**config.mk**
```make
export PLATFORM = sky130hd
export DESIGN_NAME = eeprom_image_cache
export DESIGN_NICKNAME = d
export VERILOG_FILES = /design/src/rtl/eic_pkg.sv /design/src/rtl/eic_sum_acc.sv /design/src/rtl/eic_image_store.sv /design/src/rtl/eic_seq.sv /design/src/rtl/eeprom_image_cache.sv
export SDC_FILE = /design/constraint.sdc
export NUM_CORES = 1
export LEC_CHECK = 0
export ABC_AREA = 1
export BUFFER_PORTS_ARGS = -buffer_cell sky130_fd_sc_hd__buf_2
export CORE_AREA = 10 10 335 498
export CTS_BUF_LIST = sky130_fd_sc_hd__clkbuf_16
export DETAILED_ROUTE_END_ITERATION = 12
export DIE_AREA = 0 0 345 508
export GPL_ROUTABILITY_DRIVEN = 0
export PLACE_DENSITY = 0.49
export REMOVE_ABC_BUFFERS = 1
export SLEW_MARGIN = 20
export SYNTH_ARGS = -nofsm -noshare
export SYNTH_HDL_FRONTEND = slang
export SYNTH_SLANG_ARGS = --single-unit
export TNS_END_PERCENT = 50
```
**constraint.sdc**
```tcl
create_clock -name clk -period 8.7 [get_ports clk]
set_clock_uncertainty 0.2 [all_clocks]
set_input_delay 1.305 -clock clk [delete_from_list [all_inputs] [get_ports clk]]
set_output_delay 1.305 -clock clk [all_outputs]
set_load 0.01 [all_outputs]
```
**src/rtl/eic_pkg.sv**
```systemverilog
package eic_pkg;
  typedef enum logic [2:0] {
    OP_LOAD   = 3'd0,
    OP_WORD   = 3'd1,
    OP_ASM    = 3'd2,
    OP_WRITE  = 3'd3,
    OP_UPDATE = 3'd4
  } eic_op_e;

  typedef enum logic [1:0] {
    ST_IDLE    = 2'd0,
    ST_LOADING = 2'd1,
    ST_VALID   = 2'd2,
    ST_INVALID = 2'd3
  } eic_stat_e;

  typedef enum logic [2:0] {
    S_IDLE,
    S_LD_RD,
    S_LD_CHK,
    S_LK_RESP,
    S_UP_RD,
    S_UP_WR,
    S_UP_FIN,
    S_WR
  } eic_state_e;
endpackage

```
**src/rtl/eic_sum_acc.sv**
```systemverilog
module eic_sum_acc #(
  parameter int DW = 16
) (
  input  logic          clk,
  input  logic          rst_n,
  input  logic          clr,
  input  logic          add_en,
  input  logic [DW-1:0] add_val,
  output logic [DW-1:0] sum
);
  logic [DW-1:0] sum_q, sum_d;

  always_comb begin
    sum_d = sum_q;
    if (clr)         sum_d = '0;
    else if (add_en) sum_d = sum_q + add_val;
  end

  always_ff @(posedge clk or negedge rst_n) begin
    if (!rst_n)               sum_q <= '0;
    else if (clr || add_en)   sum_q <= sum_d;
  end

  assign sum = sum_q;
endmodule

```
**src/rtl/eic_image_store.sv**
```systemverilog
module eic_image_store #(
  parameter int WORDS     = 64,
  parameter int DW        = 16,
  parameter int CTRL_ADDR = 10,
  parameter int ASM_LO    = 8,
  parameter int ASM_HI    = 9,
  localparam int AW       = $clog2(WORDS)
) (
  input  logic          clk,
  input  logic          rst_n,
  input  logic          wr_en,
  input  logic [AW-1:0] wr_addr,
  input  logic [DW-1:0] wr_data,
  input  logic          inval,
  input  logic [AW-1:0] rd_addr,
  output logic [DW-1:0] rd_data,
  output logic [DW-1:0] ctrl_word,
  output logic [DW-1:0] asm_lo,
  output logic [DW-1:0] asm_hi
);
  logic [DW-1:0] words [WORDS];

  for (genvar g = 0; g < WORDS; g++) begin : g_word
    logic          hit;
    logic [DW-1:0] q;
    assign hit = wr_en && (wr_addr == AW'(g));
    if (g == CTRL_ADDR) begin : g_ctrl
      // the control word decides validity, so it alone has a reset and a clear
      always_ff @(posedge clk or negedge rst_n) begin
        if (!rst_n)     q <= '0;
        else if (inval) q <= '0;
        else if (hit)   q <= wr_data;
      end
    end else begin : g_data
      always_ff @(posedge clk) begin
        if (hit) q <= wr_data;
      end
    end
    assign words[g] = q;
  end

  assign rd_data   = words[rd_addr];
  assign ctrl_word = words[CTRL_ADDR];
  assign asm_lo    = words[ASM_LO];
  assign asm_hi    = words[ASM_HI];
endmodule

```
**src/rtl/eic_seq.sv**
```systemverilog
module eic_seq
  import eic_pkg::*;
#(
  parameter int          WORDS  = 64,
  parameter int          DW     = 16,
  parameter int          IDXW   = 8,
  parameter logic [15:0] TARGET = 16'hBABA,
  localparam int         AW     = $clog2(WORDS)
) (
  input  logic            clk,
  input  logic            rst_n,
  input  logic            req_valid,
  input  logic [2:0]      req_op,
  input  logic [IDXW-1:0] req_index,
  input  logic [DW-1:0]   req_wdata,
  input  logic            sig_ok,
  input  logic [DW-1:0]   sum,
  input  logic            eng_ack,
  output logic            idle,
  output logic            eng_req,
  output logic            eng_we,
  output logic [AW-1:0]   eng_addr,
  output logic [DW-1:0]   eng_wdata,
  output logic            acc_clr,
  output logic            acc_add,
  output logic            st_wr,
  output logic            inval,
  output logic            resp_valid,
  output logic            lk_asm,
  output logic            lk_zero,
  output logic [AW-1:0]   lk_idx,
  output logic            done,
  output logic [1:0]      status
);
  localparam logic [AW-1:0] LAST = AW'(WORDS - 1);

  eic_state_e    state_q, state_d;
  logic [AW-1:0] idx_q, idx_d, lidx_q, lidx_d;
  logic          pend_q, pend_d, asm_q, asm_d, zero_q, zero_d;
  logic [DW-1:0] wdat_q, wdat_d;
  eic_stat_e     stat_q, stat_d;
  logic          sum_ok;

  assign sum_ok = (sum == DW'(TARGET));

  always_comb begin
    state_d = state_q;
    idx_d   = idx_q;
    lidx_d  = lidx_q;
    pend_d  = pend_q;
    asm_d   = asm_q;
    zero_d  = zero_q;
    wdat_d  = wdat_q;
    stat_d  = stat_q;
    acc_clr = 1'b0;
    acc_add = 1'b0;
    st_wr   = 1'b0;
    inval   = 1'b0;
    unique case (state_q)
      S_IDLE: begin
        if (req_valid) begin
          idx_d   = '0;
          acc_clr = 1'b1;
          pend_d  = 1'b0;
          asm_d   = 1'b0;
          zero_d  = 1'b0;
          lidx_d  = req_index[AW-1:0];
          case (req_op)
            OP_LOAD: begin
              state_d = S_LD_RD;
              stat_d  = ST_LOADING;
            end
            OP_WORD, OP_ASM: begin
              pend_d = 1'b1;
              asm_d  = (req_op == OP_ASM);
              if (req_op == OP_WORD && int'(req_index) >= WORDS) begin
                zero_d  = 1'b1;
                state_d = S_LK_RESP;
              end else if (sig_ok) begin
                state_d = S_LK_RESP;
              end else begin
                state_d = S_LD_RD;
                stat_d  = ST_LOADING;
              end
            end
            OP_WRITE: begin
              wdat_d  = req_wdata;
              state_d = S_WR;
            end
            OP_UPDATE: state_d = S_UP_RD;
            default:   state_d = S_IDLE;
          endcase
        end
      end
      S_LD_RD: begin
        if (eng_ack) begin
          st_wr   = 1'b1;
          acc_add = 1'b1;
          if (idx_q == LAST) state_d = S_LD_CHK;
          else               idx_d   = idx_q + 1'b1;
        end
      end
      S_LD_CHK: begin
        inval   = !sum_ok;
        stat_d  = (sum_ok && sig_ok) ? ST_VALID : ST_INVALID;
        state_d = pend_q ? S_LK_RESP : S_IDLE;
      end
      S_LK_RESP: state_d = S_IDLE;
      S_UP_RD: begin
        if (eng_ack) begin
          acc_add = 1'b1;
          if (idx_q == LAST - 1'b1) state_d = S_UP_WR;
          else                      idx_d   = idx_q + 1'b1;
        end
      end
      S_UP_WR: begin
        if (eng_ack) begin
          inval   = 1'b1;
          stat_d  = ST_INVALID;
          state_d = S_UP_FIN;
        end
      end
      S_UP_FIN: state_d = S_IDLE;
      S_WR: begin
        if (eng_ack) begin
          inval   = 1'b1;
          stat_d  = ST_INVALID;
          state_d = S_IDLE;
        end
      end
      default: state_d = S_IDLE;
    endcase
  end

  always_ff @(posedge clk or negedge rst_n) begin
    if (!rst_n) begin
      state_q <= S_IDLE;
      idx_q   <= '0;
      lidx_q  <= '0;
      pend_q  <= 1'b0;
      asm_q   <= 1'b0;
      zero_q  <= 1'b0;
      wdat_q  <= '0;
      stat_q  <= ST_IDLE;
    end else begin
      state_q <= state_d;
      idx_q   <= idx_d;
      lidx_q  <= lidx_d;
      pend_q  <= pend_d;
      asm_q   <= asm_d;
      zero_q  <= zero_d;
      wdat_q  <= wdat_d;
      stat_q  <= stat_d;
    end
  end

  assign idle       = (state_q == S_IDLE);
  assign eng_req    = (state_q == S_LD_RD) || (state_q == S_UP_RD) ||
                      (state_q == S_UP_WR) || (state_q == S_WR);
  assign eng_we     = (state_q == S_UP_WR) || (state_q == S_WR);
  assign eng_addr   = (state_q == S_WR)    ? lidx_q :
                      (state_q == S_UP_WR) ? LAST   : idx_q;
  assign eng_wdata  = (state_q == S_WR) ? wdat_q : (DW'(TARGET) - sum);
  assign resp_valid = (state_q == S_LK_RESP);
  assign done       = (state_q == S_LD_CHK) || (state_q == S_UP_FIN);
  assign lk_asm     = asm_q;
  assign lk_zero    = zero_q;
  assign lk_idx     = lidx_q;
  assign status     = stat_q;
endmodule

```
**src/rtl/eeprom_image_cache.sv**
```systemverilog
module eeprom_image_cache #(
  parameter int          WORDS     = 64,
  parameter int          DW        = 16,
  parameter int          IDXW      = 8,
  parameter logic [15:0] TARGET    = 16'hBABA,
  parameter int          CTRL_ADDR = 10,
  parameter int          ASM_LO    = 8,
  parameter int          ASM_HI    = 9,
  parameter logic [15:0] SIG_MASK  = 16'hC000,
  parameter logic [15:0] SIG_CODE  = 16'h4000,
  localparam int         AW        = $clog2(WORDS)
) (
  input  logic            clk,
  input  logic            rst_n,
  input  logic            req_valid,
  output logic            req_ready,
  input  logic [2:0]      req_op,
  input  logic [IDXW-1:0] req_index,
  input  logic [DW-1:0]   req_wdata,
  output logic            resp_valid,
  output logic [2*DW-1:0] resp_data,
  output logic            done,
  output logic [1:0]      status,
  output logic            eng_req,
  output logic            eng_we,
  output logic [AW-1:0]   eng_addr,
  output logic [DW-1:0]   eng_wdata,
  input  logic            eng_ack,
  input  logic [DW-1:0]   eng_rdata
);
  // reset asserts at once and leaves on a clock edge
  logic [1:0] rst_pipe_q;
  logic       rst_int_n;
  always_ff @(posedge clk or negedge rst_n) begin
    if (!rst_n) rst_pipe_q <= 2'b00;
    else        rst_pipe_q <= {rst_pipe_q[0], 1'b1};
  end
  assign rst_int_n = rst_pipe_q[1];

  logic          idle, acc_clr, acc_add, st_wr, inval, sig_ok;
  logic          lk_asm, lk_zero;
  logic [AW-1:0] lk_idx;
  logic [DW-1:0] sum, rd_data, ctrl_word, asm_lo, asm_hi;

  eic_sum_acc #(.DW(DW)) i_acc (
    .clk    (clk),
    .rst_n  (rst_int_n),
    .clr    (acc_clr),
    .add_en (acc_add),
    .add_val(eng_rdata),
    .sum    (sum)
  );

  eic_image_store #(
    .WORDS(WORDS), .DW(DW), .CTRL_ADDR(CTRL_ADDR),
    .ASM_LO(ASM_LO), .ASM_HI(ASM_HI)
  ) i_store (
    .clk      (clk),
    .rst_n    (rst_int_n),
    .wr_en    (st_wr),
    .wr_addr  (eng_addr),
    .wr_data  (eng_rdata),
    .inval    (inval),
    .rd_addr  (lk_idx),
    .rd_data  (rd_data),
    .ctrl_word(ctrl_word),
    .asm_lo   (asm_lo),
    .asm_hi   (asm_hi)
  );

  assign sig_ok = ((ctrl_word & DW'(SIG_MASK)) == DW'(SIG_CODE));

  eic_seq #(
    .WORDS(WORDS), .DW(DW), .IDXW(IDXW), .TARGET(TARGET)
  ) i_seq (
    .clk       (clk),
    .rst_n     (rst_int_n),
    .req_valid (req_valid && req_ready),
    .req_op    (req_op),
    .req_index (req_index),
    .req_wdata (req_wdata),
    .sig_ok    (sig_ok),
    .sum       (sum),
    .eng_ack   (eng_ack),
    .idle      (idle),
    .eng_req   (eng_req),
    .eng_we    (eng_we),
    .eng_addr  (eng_addr),
    .eng_wdata (eng_wdata),
    .acc_clr   (acc_clr),
    .acc_add   (acc_add),
    .st_wr     (st_wr),
    .inval     (inval),
    .resp_valid(resp_valid),
    .lk_asm    (lk_asm),
    .lk_zero   (lk_zero),
    .lk_idx    (lk_idx),
    .done      (done),
    .status    (status)
  );

  assign req_ready = idle && rst_int_n;

  always_comb begin
    if (lk_zero || !sig_ok) resp_data = '0;
    else if (lk_asm)        resp_data = {asm_hi, asm_lo};
    else                    resp_data = {{DW{1'b0}}, rd_data};
  end
endmodule

```
==> flow_summary.ini, run 1 <==
[clock_network]
hold_buffers = 0
cts_max_path_buffers = 3
cts_max_level = 3
cts_buffers = 98
cts-resized-gates = 0
clock-sinks = 1078
cts_tree = done
cts_root_buf = clkbuf_16
insertion_delay_ns = 0.71
clkSlewWorstSetupHoldPaths_ns = 0.07
post_cts_buffers = 0

[layout]
seqCellArea_um2 = 32040
multi_input_area_um2 = 12100
layout-drive-gt1-share_pct = 9.581
fillers = 16095
final_nets = 4256
area_delta_synth_final_pct = 13.62
fin_area_um2 = 51610

[yosys]
synth_commonest_cells = 1359 x nand2_1, 1008 x edfxtp_1, 982 x nand3_1
synth_edf_count = 1008
synth_area_um2 = 45430
seq_area_frac_synth_pct = 70.49
ys_seq_elements = 1078
syn_area_per_cell_um2 = 11.02
netlist-cell-type-count = 47
syn-instance-count = 4121
synth_top_cell_area_share_pct = 66.63
yosys-top-cells-area = edfxtp_1 67%, nand2_1 11%, nand3_1 11%
yosysMostFrequentCell = nand2_1
synth_flop_cell = edfxtp_1
synthArstFlopShare_pct = 6.494
ys_warn_count = 0
yosys.area.top_type = edfxtp_1

[sta]
holdWs_ns = 0.05187
period_minus_slack_ns = 6.097
rsz0062_at_grt = false
maxSlewViolCount = 0
max_freq_mhz = 164.0
relSlewSlack_pct = 25.20
hold_viol_final = 0
worst_pin_slew_ns = 1.122
timing.final.crit_share_pct = 70.08
fin_setup_tns_ns = 0
setup_viol = 0

[routing]
dr.first_iter.drc_count = 2814
drc_errors = 0
vias_per_cell = 4.892
postRouteAntennaNets = 0
vias = 31072
firstDrtPassIters = 6
finalWirelength_um = 143600
wl_per_cell_um = 22.61

[power_and_ir_drop]
switching_power_mw = 6.352
vdd_ir_drop_max_mv = 0.2450
p_int_mw = 9.611
seq_power_share_pct = 38.0
power_switching_share_pct = 39.79
leakage_nw = 18.92
p_per_area_nw_per_um2 = 309.3
pwr-share-comb_pct = 35.5
power.share.clock_pct = 26.4

[global_routing]
antenna_found_initial = 2
overflow = 0
grt_pass1_vias = 30586
grt_start_max_net_pins = 174
grt_usage_pct = 15.84
grt_first_pass_wirelength_um = 210600

[place]
placed_cell_area_um2 = 48560
hpwl_um = 81610
port_buffers = 107

[critical_path]
cp.arrival_ns = 4.59
end_kind = output pin
ff2ff_path_depth = 8
path_class = reg2out
cp-start-kind = register
crit_required_ns = 7.19
crit_fanout = 121

[floorplanning]
io-pin-count = 108
rows = 179
start_util_pct = 28.73
die_h_um = 508
die-area_um2 = 175300
die_w_um = 345
core-area_um2 = 158100

[status]
status = finished clean

[min_path]
holdCritPathClass = reg2async

[flow_run]
max_cap_violations = 0
## path summary, 6_finish.rpt
check                                             from                            endpoint  slack, ns
max                        i_seq.lk_idx[1]$_DFFE_PN0N_                        resp_data[8]       2.60
min                            rst_pipe_q[1]$_DFF_PN0_    i_store.ctrl_word[9]$_DFFE_PN0P_       0.05
max reg2reg                i_seq.lk_idx[1]$_DFFE_PN0N_  i_store.g_word[52].q[10]$_DFFE_PP_       4.59
min reg2reg                    rst_pipe_q[1]$_DFF_PN0_    i_store.ctrl_word[9]$_DFFE_PN0P_       0.05
max in group asynchronous      rst_pipe_q[1]$_DFF_PN0_         i_seq.lk_idx[0]$_DFFE_PN0N_       7.07
min in group clk               rst_pipe_q[0]$_DFF_PN0_             rst_pipe_q[1]$_DFF_PN0_       0.16
## stage by stage
step / setup slack [ns] / utilization (%) / instances / power, mW
2_1_floorplan: -13.35 / - / 3877 / 10.08
3_3_place_gp: 3.343 / 30.70 / 6170 / 11.89
3_5_place_dp: 3.339 / 30.71 / 6170 / 11.90
4_1_cts: 2.575 / 32.64 / 6350 / 16.11
5_1_grt: 2.337 / 32.64 / 6351 / 16.83
6_report: 2.603 / 32.64 / 6351 / 15.96
## kinds of logic (layout without fill, tap and decap cells)
logic type | after synthesis | count (layout) | share of synthesized area, %
fa+ha+maj | 20 | 20 | 0.5674
simple gates | 2530 | 2530 | 23.84
compound gates | 125 | 125 | 1.620
other cells | 1 | 2 | 0.008255
xor+xnor | 12 | 12 | 0.2314
buf+inv | 347 | 495 | 3.049
mux | 8 | 8 | 0.1983
flops | 1078 | 1078 | 70.49
## worst max-delay path, cell delays in order, from the launching register on
cell and delay, ns:
dfrtp_4 0.82, inv_8 0.64, buf_12 0.52, nand3_1 0.16, nand3_1 0.11, nand3_1 0.18, nand2_1 0.14, nand2_1 0.14
nand3_1 0.39, nand3_1 0.22, nand2_1 0.13, inv_1 0.05, buf_2 0.13
## final cells by class
cell class	count	area share, %
flip-flops and latches	1078	62.07
multi-input cells	2696	23.45
well taps	2081	5.045
clock buffers	103	4.994
repair buffers	212	2.735
clock inverters	77	0.9067
inverters	103	0.7927
diodes	1	0.004848
## cell usage in the layout (no fill, tap or decap), types with 8 or more instances in the layout
cell type and count:
ha_1 19, inv_1 109, o21ai_0 58, nand3_1 982
nor2_2 24, a21oi_1 25, buf_2 107, o22ai_1 11
dfrtp_1 65, clkbuf_16 103, nor2_1 140, clkinv_1 34
clkinv_2 14, xor2_1 8, nand2_1 1359, edfxtp_1 1008
buf_4 98
## power by group through the flow
stage / registers, mW / clock network [mW] / logic [mW]
after floorplan: 6.42 / 0 / 3.66
after global placement: 6.18 / 0 / 5.71
after detailed placement: 6.18 / 0 / 5.72
after CTS: 6.07 / 4.30 / 5.74
after global routing: 6.09 / 4.49 / 6.25
final: 6.07 / 4.22 / 5.67
## routing by layer
layer  routed length [um]  part of all wire [%]  global-route usage (%)  vias to the layer above
met5                   13                0.0091                       0                        -
met4                 4648                   3.2                   5.404                        2
met3                 6506                   4.5                   1.950                      184
met2                73820                    51                   28.53                      848
met1                58600                    41                   19.36                    15553
li1                     -                     -                       -                    14485
## flip-flops by register name (all words and copies together), names as in the netlist
| name | count |
|---|---|
| i_seq.state_q | 3 |
| i_store.g_word.q | 976 |
| i_store.asm_hi | 16 |
| i_store.asm_lo | 16 |
| i_seq.idx_q | 6 |
| i_seq.lk_idx | 6 |
| i_seq.status | 2 |
| i_seq.lk_asm | 1 |
| rst_pipe_q | 2 |
| i_store.ctrl_word | 16 |
| i_seq.lk_zero | 1 |
| i_acc.sum | 16 |
| i_seq.pend_q | 1 |
| i_seq.wdat_q | 16 |
No activity file was read; power rests on OpenSTA's default activity.
==> run 2, diff against run 1 <==
- ABC_AREA: 1 -> 0
- CORE_AREA: 10 10 335 498 -> 10 10 328 488
- DIE_AREA: 0 0 345 508 -> 0 0 338 498
- clock period: 8.7 -> 5.7 ns (I/O delays scaled with it)
==> run 2 against run 1 <==
Hold slack better by 0.099 ns. Worst setup slack worse by 2.4 ns. Combinational power is 10% higher. Via count is 27% lower. Flip-flop and latch count stayed put. Power is 43% higher. Final area is 1.8% lower. Global-route usage is 1.4 points lower. First-iteration DRC count is 38% lower. Non-clock buffer count is 25 higher. Critical endpoint is now resp_data[10].
==> flow_summary.ini, run 2 <==
[power_and_ir_drop]
p_per_area_nw_per_um2 = 450.4
vdd_ir_drop_max_mv = 0.2331
leakage_nw = 16.80
p_int_mw = 15.81
switching_power_mw = 7.005
pwr-share-comb_pct = 27.4
report.power.total_mw = 22.82
power_switching_share_pct = 30.70
seq_power_share_pct = 40.5
power.share.clock_pct = 32.0

[yosys]
synth_edf_count = 1008
yosysMostFrequentCell = edfxtp_1
yosys-top-cells-area = edfxtp_1 69%, mux4_2 9.9%, mux2i_1 4.5%
synth_flop_cell = edfxtp_1
netlist-cell-type-count = 63
synth_area_um2 = 43580
yosys.area.top_type = edfxtp_1
syn_area_per_cell_um2 = 19.07
syn-instance-count = 2285
synth_commonest_cells = 1008 x edfxtp_1, 194 x mux2i_1, 192 x mux4_2
synth_top_cell_area_share_pct = 69.45
ys_warn_count = 0
ys_seq_elements = 1078
synthArstFlopShare_pct = 6.494
seq_area_frac_synth_pct = 73.47

[sta]
worst_pin_slew_ns = 1.124
holdWs_ns = 0.1505
fin_setup_tns_ns = 0
hold_viol_final = 0
timing.final.crit_share_pct = 96.37
maxSlewViolCount = 0
max_freq_mhz = 182.1
setup_viol = 0
rsz0062_at_grt = false
relSlewSlack_pct = 24.82
period_minus_slack_ns = 5.493

[critical_path]
cp.arrival_ns = 4.44
crit_chain = buf_12 -> mux2i_1 -> o22ai_1 -> nor4_1 -> buf_4 -> a21oi_1 -> a2111o_1 -> buf_2
crit_required_ns = 4.64
critPathSlowestCell = nor4_1
path_class = reg2out
cpPeakStageDelay_ns = 0.95
cp-start-kind = register
crit_fanout = 53
end_kind = output pin

[layout]
layout-drive-gt1-share_pct = 24.34
largest_register_ffs = 976
fillers = 14332
final_nets = 2575
final_common_cell = edfxtp_1
area_delta_synth_final_pct = 16.24
fin_area_um2 = 50660
utilization_pct = 33.48
layout_common_cells = 1008 x edfxtp_1, 194 x mux2i_1, 192 x mux4_2, 118 x buf_4, 109 x clkbuf_16
top_register = i_store.g_word.q

[floorplanning]
die_w_um = 338
die-area_um2 = 168300
io-pin-count = 108
core-area_um2 = 151300
die_h_um = 498
rows = 175
start_util_pct = 28.80

[routing]
vias = 22719
postRouteAntennaNets = 0
drc_errors = 0
finalWirelength_um = 123900
wl_per_cell_um = 26.73
vias_per_cell = 4.902
dr.first_iter.drc_count = 1744
firstDrtPassIters = 5

[global_routing]
grt_start_max_net_pins = 67
grt_usage_pct = 14.47
grt_first_pass_wirelength_um = 176400
overflow = 0
antenna_found_initial = 21
grt_pass1_vias = 23708

[clock_network]
post_cts_buffers = 0
cts_max_level = 3
cts_tree = done
cts_root_buf = clkbuf_16
cts-resized-gates = 0
clkSlewWorstSetupHoldPaths_ns = 0.06
insertion_delay_ns = 0.73
clock-sinks = 1078
cts_max_path_buffers = 3
hold_buffers = 3
cts_buffers = 105

[status]
status = finished clean

[min_path]
holdCritPathClass = reg2reg

[place]
placed_cell_area_um2 = 47000
port_buffers = 107
hpwl_um = 79660

[flow_run]
max_cap_violations = 0
-- run 2: cell count changes in the layout (fill, tap and decap cells not counted), moves of 20 or more --
cell      before  now
a21oi_1       25   51
o22ai_1       11   64
mux4_2         0  192
and2_1         0   57
o21ai_0       58   32
a211oi_1       0   68
nand2_1     1359   62
nor2_1       140  103
nand3_1      982   13
inv_1        109   30
buf_4         98  118
mux2i_1        0  194
-- run 2: cells by family after synthesis --
group / Yosys count / share of synthesized area, %
flip-flops: 1078 / 73.47
multiplexers: 406 / 14.89
AND/OR/NAND/NOR: 311 / 3.640
AO/OA/AOI/OAI: 303 / 4.869
buffers and inverters: 135 / 1.898
XOR/XNOR: 30 / 0.6029
adder cells (fa/ha/maj): 21 / 0.6144
other: 1 / 0.008605
-- run 2: worst paths after layout --
check	from	end	slack, ns	depth (start not counted)
max	i_seq.lk_idx[2]$_DFFE_PN0N_	resp_data[10]	0.21	8
min	rst_pipe_q[0]$_DFF_PN0_	rst_pipe_q[1]$_DFF_PN0_	0.15	0
max reg2reg	i_seq.state_q[2]$_DFFE_PN0P_	i_store.asm_lo[7]$_DFFE_PP_	1.47	7
min reg2reg	rst_pipe_q[0]$_DFF_PN0_	rst_pipe_q[1]$_DFF_PN0_	0.15	0
max in group asynchronous	rst_pipe_q[1]$_DFF_PN0_	i_seq.lk_idx[3]$_DFFE_PN0N_	4.28	1
min in group asynchronous	rst_n	rst_pipe_q[1]$_DFF_PN0_	0.29	2
-- run 2: per-stage QoR --
step / setup slack [ns] / std cells
2_1_floorplan: -6.220 / 2164
3_3_place_gp: 0.8266 / 4433
3_5_place_dp: 0.8640 / 4433
4_1_cts: 0.04279 / 4632
5_1_grt: 0.1081 / 4633
6_report: 0.2071 / 4635
-- run 2: power by group through the flow --
stage	combinational [mW]	sequential [mW]	clock, mW
after floorplan	4.15	9.80	0
after global placement	6.36	9.40	0
after detailed placement	6.39	9.43	0
after CTS	6.41	9.26	7.49
after global routing	6.71	9.29	7.78
final	6.26	9.25	7.31
-- run 2: metal layers --
layer	vias to the layer above	wire, um	global-route usage [%]
met1	11988	48220	17.40
met3	222	6990	2.603
li1	9801	-	-
met5	-	63	0
met4	12	5321	6.411
met2	696	63280	25.01
-- run 2: cell type report --
| type | count | area, um2 | share of cell area, % |
|---|---|---|---|
| multi-input cells | 1072 | 10760 | 21.24 |
| flip-flops and latches | 1078 | 32040 | 63.24 |
| diodes | 3 | 7.507 | 0.01482 |
| clock inverters | 87 | 898.4 | 1.773 |
| clock buffers | 109 | 2728 | 5.384 |
| inverters | 14 | 52.55 | 0.1037 |
| repair buffers | 237 | 1632 | 3.221 |
| well taps | 2035 | 2546 | 5.026 |
-- run 2: worst max-delay path, delay by kind of cell, from the launching register on --
family / cells / cell delay [ns]
AND/OR/NAND/NOR: 1 / 0.95
multiplexers: 1 / 0.35
AO/OA/AOI/OAI: 3 / 0.76
buffers and inverters: 3 / 0.83
flip-flops: 1 / 0.79
==> run 3, diff against run 2 <==
- PLACE_DENSITY: 0.49 -> default
==> run 3 against run 2 <==
Global-route usage decreased by 0.45 points. Hold slack got worse by 0.031 ns. First-iteration DRC count increased by 15%. Power decreased by 3.3%. Critical path depth unchanged. Clock-buffer cell count decreased by 9. Non-clock buffer count increased by 16. Flip-flop and latch count unchanged. Die area unchanged. Clock power decreased by 9.7%. Maximum frequency increased by 0.41%. Routed wire length decreased by 3.0%. Critical path type unchanged. Critical endpoint is now resp_data[11]. Largest cell class unchanged.
==> flow_summary.ini, run 3 (synthesized netlist as in run 2, its figures left out) <==
[global_routing]
antenna_found_initial = 9
grt_usage_pct = 14.02
grt_pass1_vias = 23398
grt_first_pass_wirelength_um = 170800
grt_start_max_net_pins = 66
overflow = 0

[sta]
hold_viol_final = 0
setup_viol = 0
rsz0062_at_grt = false
relSlewSlack_pct = 32.04
holdWs_ns = 0.1199
fin_ws_ns = 0.2293
timing.final.crit_share_pct = 95.98
worst_pin_slew_ns = 1.019
period_minus_slack_ns = 5.471
max_freq_mhz = 182.8
maxSlewViolCount = 0

[power_and_ir_drop]
p_per_area_nw_per_um2 = 437.6
vdd_ir_drop_max_mv = 0.2619
report.power.total_mw = 22.06
leakage_nw = 16.72

[status]
status = finished clean

[min_path]
holdCritPathClass = reg2async

[layout]
largest_register_ffs = 976
final_nets = 2585
area_delta_synth_final_pct = 15.66
fin_area_um2 = 50400
multi_input_area_um2 = 10780
layout_common_cells = 1008 x edfxtp_1, 194 x mux2i_1, 192 x mux4_2, 135 x buf_4, 107 x buf_2
top_register = i_store.g_word.q
final_common_cell = edfxtp_1
seqCellArea_um2 = 32040
fin_cells = 4641
layout-drive-gt1-share_pct = 25.02
fillers = 14418

[place]
post-place-ws_ns = 0.8787
hpwl_um = 75940
dp_cells = 4451
placed_cell_area_um2 = 47160
port_buffers = 107

[critical_path]
crit_fanout = 22
cp-start-kind = register
crit_required_ns = 4.64
path_class = reg2out
end_kind = output pin
cp.arrival_ns = 4.42

[routing]
finalWirelength_um = 120100
firstDrtPassIters = 5
wl_per_cell_um = 25.88
postRouteAntennaNets = 0
dr.first_iter.drc_count = 2009
vias_per_cell = 4.877
drc_errors = 0
vias = 22636

[floorplanning]
die_w_um = 338
die-area_um2 = 168300
io-pin-count = 108
core-area_um2 = 151300
rows = 175
die_h_um = 498
start_util_pct = 28.80

[clock_network]
insertion_delay_ns = 0.73
cts_root_buf = clkbuf_16
clkSlewWorstSetupHoldPaths_ns = 0.07
cts_buffers = 99
cts-resized-gates = 0
cts_max_path_buffers = 3
clock-sinks = 1078
cts_max_level = 3
post_cts_buffers = 0
cts_tree = done

[flow_run]
max_cap_violations = 0
run 3: changes by cell type in the layout (fill, tap and decap cells not counted), sizes merged:
| cell | previous run | this run |
|---|---|---|
| clkbuf | 109 | 100 |
| clkinvlp | 4 | 2 |
| dlygate4sd3 | 3 | 1 |
| buf | 234 | 252 |
| bufinv | 17 | 8 |
| inv | 38 | 37 |
| clkinv | 42 | 52 |
| diode | 3 | 4 |
run 3: final timing paths:
path | from | to | slack (ns) | cells after the start
max | i_seq.lk_idx[3]$_DFFE_PN0N_ | resp_data[11] | 0.23 | 8
min | rst_pipe_q[1]$_DFF_PN0_ | i_seq.wdat_q[2]$_DFFE_PN0P_ | 0.12 | 0
max reg2reg | i_seq.state_q[0]$_DFFE_PN0P_ | i_store.ctrl_word[0]$_DFFE_PN0P_ | 1.91 | 6
min reg2reg | rst_pipe_q[1]$_DFF_PN0_ | i_seq.wdat_q[2]$_DFFE_PN0P_ | 0.12 | 0
max in group asynchronous | rst_pipe_q[1]$_DFF_PN0_ | i_seq.lk_idx[2]$_DFFE_PN0N_ | 4.11 | 1
min in group clk | rst_pipe_q[0]$_DFF_PN0_ | rst_pipe_q[1]$_DFF_PN0_ | 0.16 | 0
run 3: per-layer routing:
metal  track usage, %  part of all wire (%)  vias up  routed length, um
met3            2.619                   6.2      208               7490
met2            24.22                    51      771              61230
li1                 -                     -     9796                  -
met5                0                 0.033        -                 40
met1            16.60                    38    11855              45450
met4            6.689                   4.9        6               5875
run 3: what timing repair did:
item,in CTS,in global routing
hold buffers,1,0
endpoints found under the setup margin,0,0
hold endpoints to repair,2,0
run 3: final cells by class:
cell class                 instances  share of cell area [%]
multi-input combinational       1072                   21.39
sequential                      1078                   63.56
clock inverter                    85                   1.420
inverter                          14                  0.1067
clock buffer                     100                   4.965
antenna                            4                 0.01986
timing repair buffer             253                   3.490
tap                             2035                   5.052
run 3: worst max-delay path, stage by stage, from the launching register on:
cell      delay, ns
dfrtp_4        0.60
clkinv_2       0.31
nand3_1        0.83
o22ai_1        0.21
nor4_1         0.68
buf_4          0.23
a21oi_1        0.13
a2111o_1       0.52
buf_2          0.19
run 3: report_power, final:
group / switching (mW) / internal [mW]
Combinational: 3.54 / 2.66
Clock: 3.01 / 3.59
Sequential: 0.356 / 8.90
Total: 6.90 / 15.2
run 3: through the flow:
| step | utilization, % | setup TNS, ns |
|---|---|---|
| floorplan | - | -5409.47 |
| global placement | 31.17 | 0 |
| detailed placement | 31.17 | 0 |
| CTS | 33.30 | 0 |
| global route | 33.31 | 0 |
| finish | 33.31 | 0 |
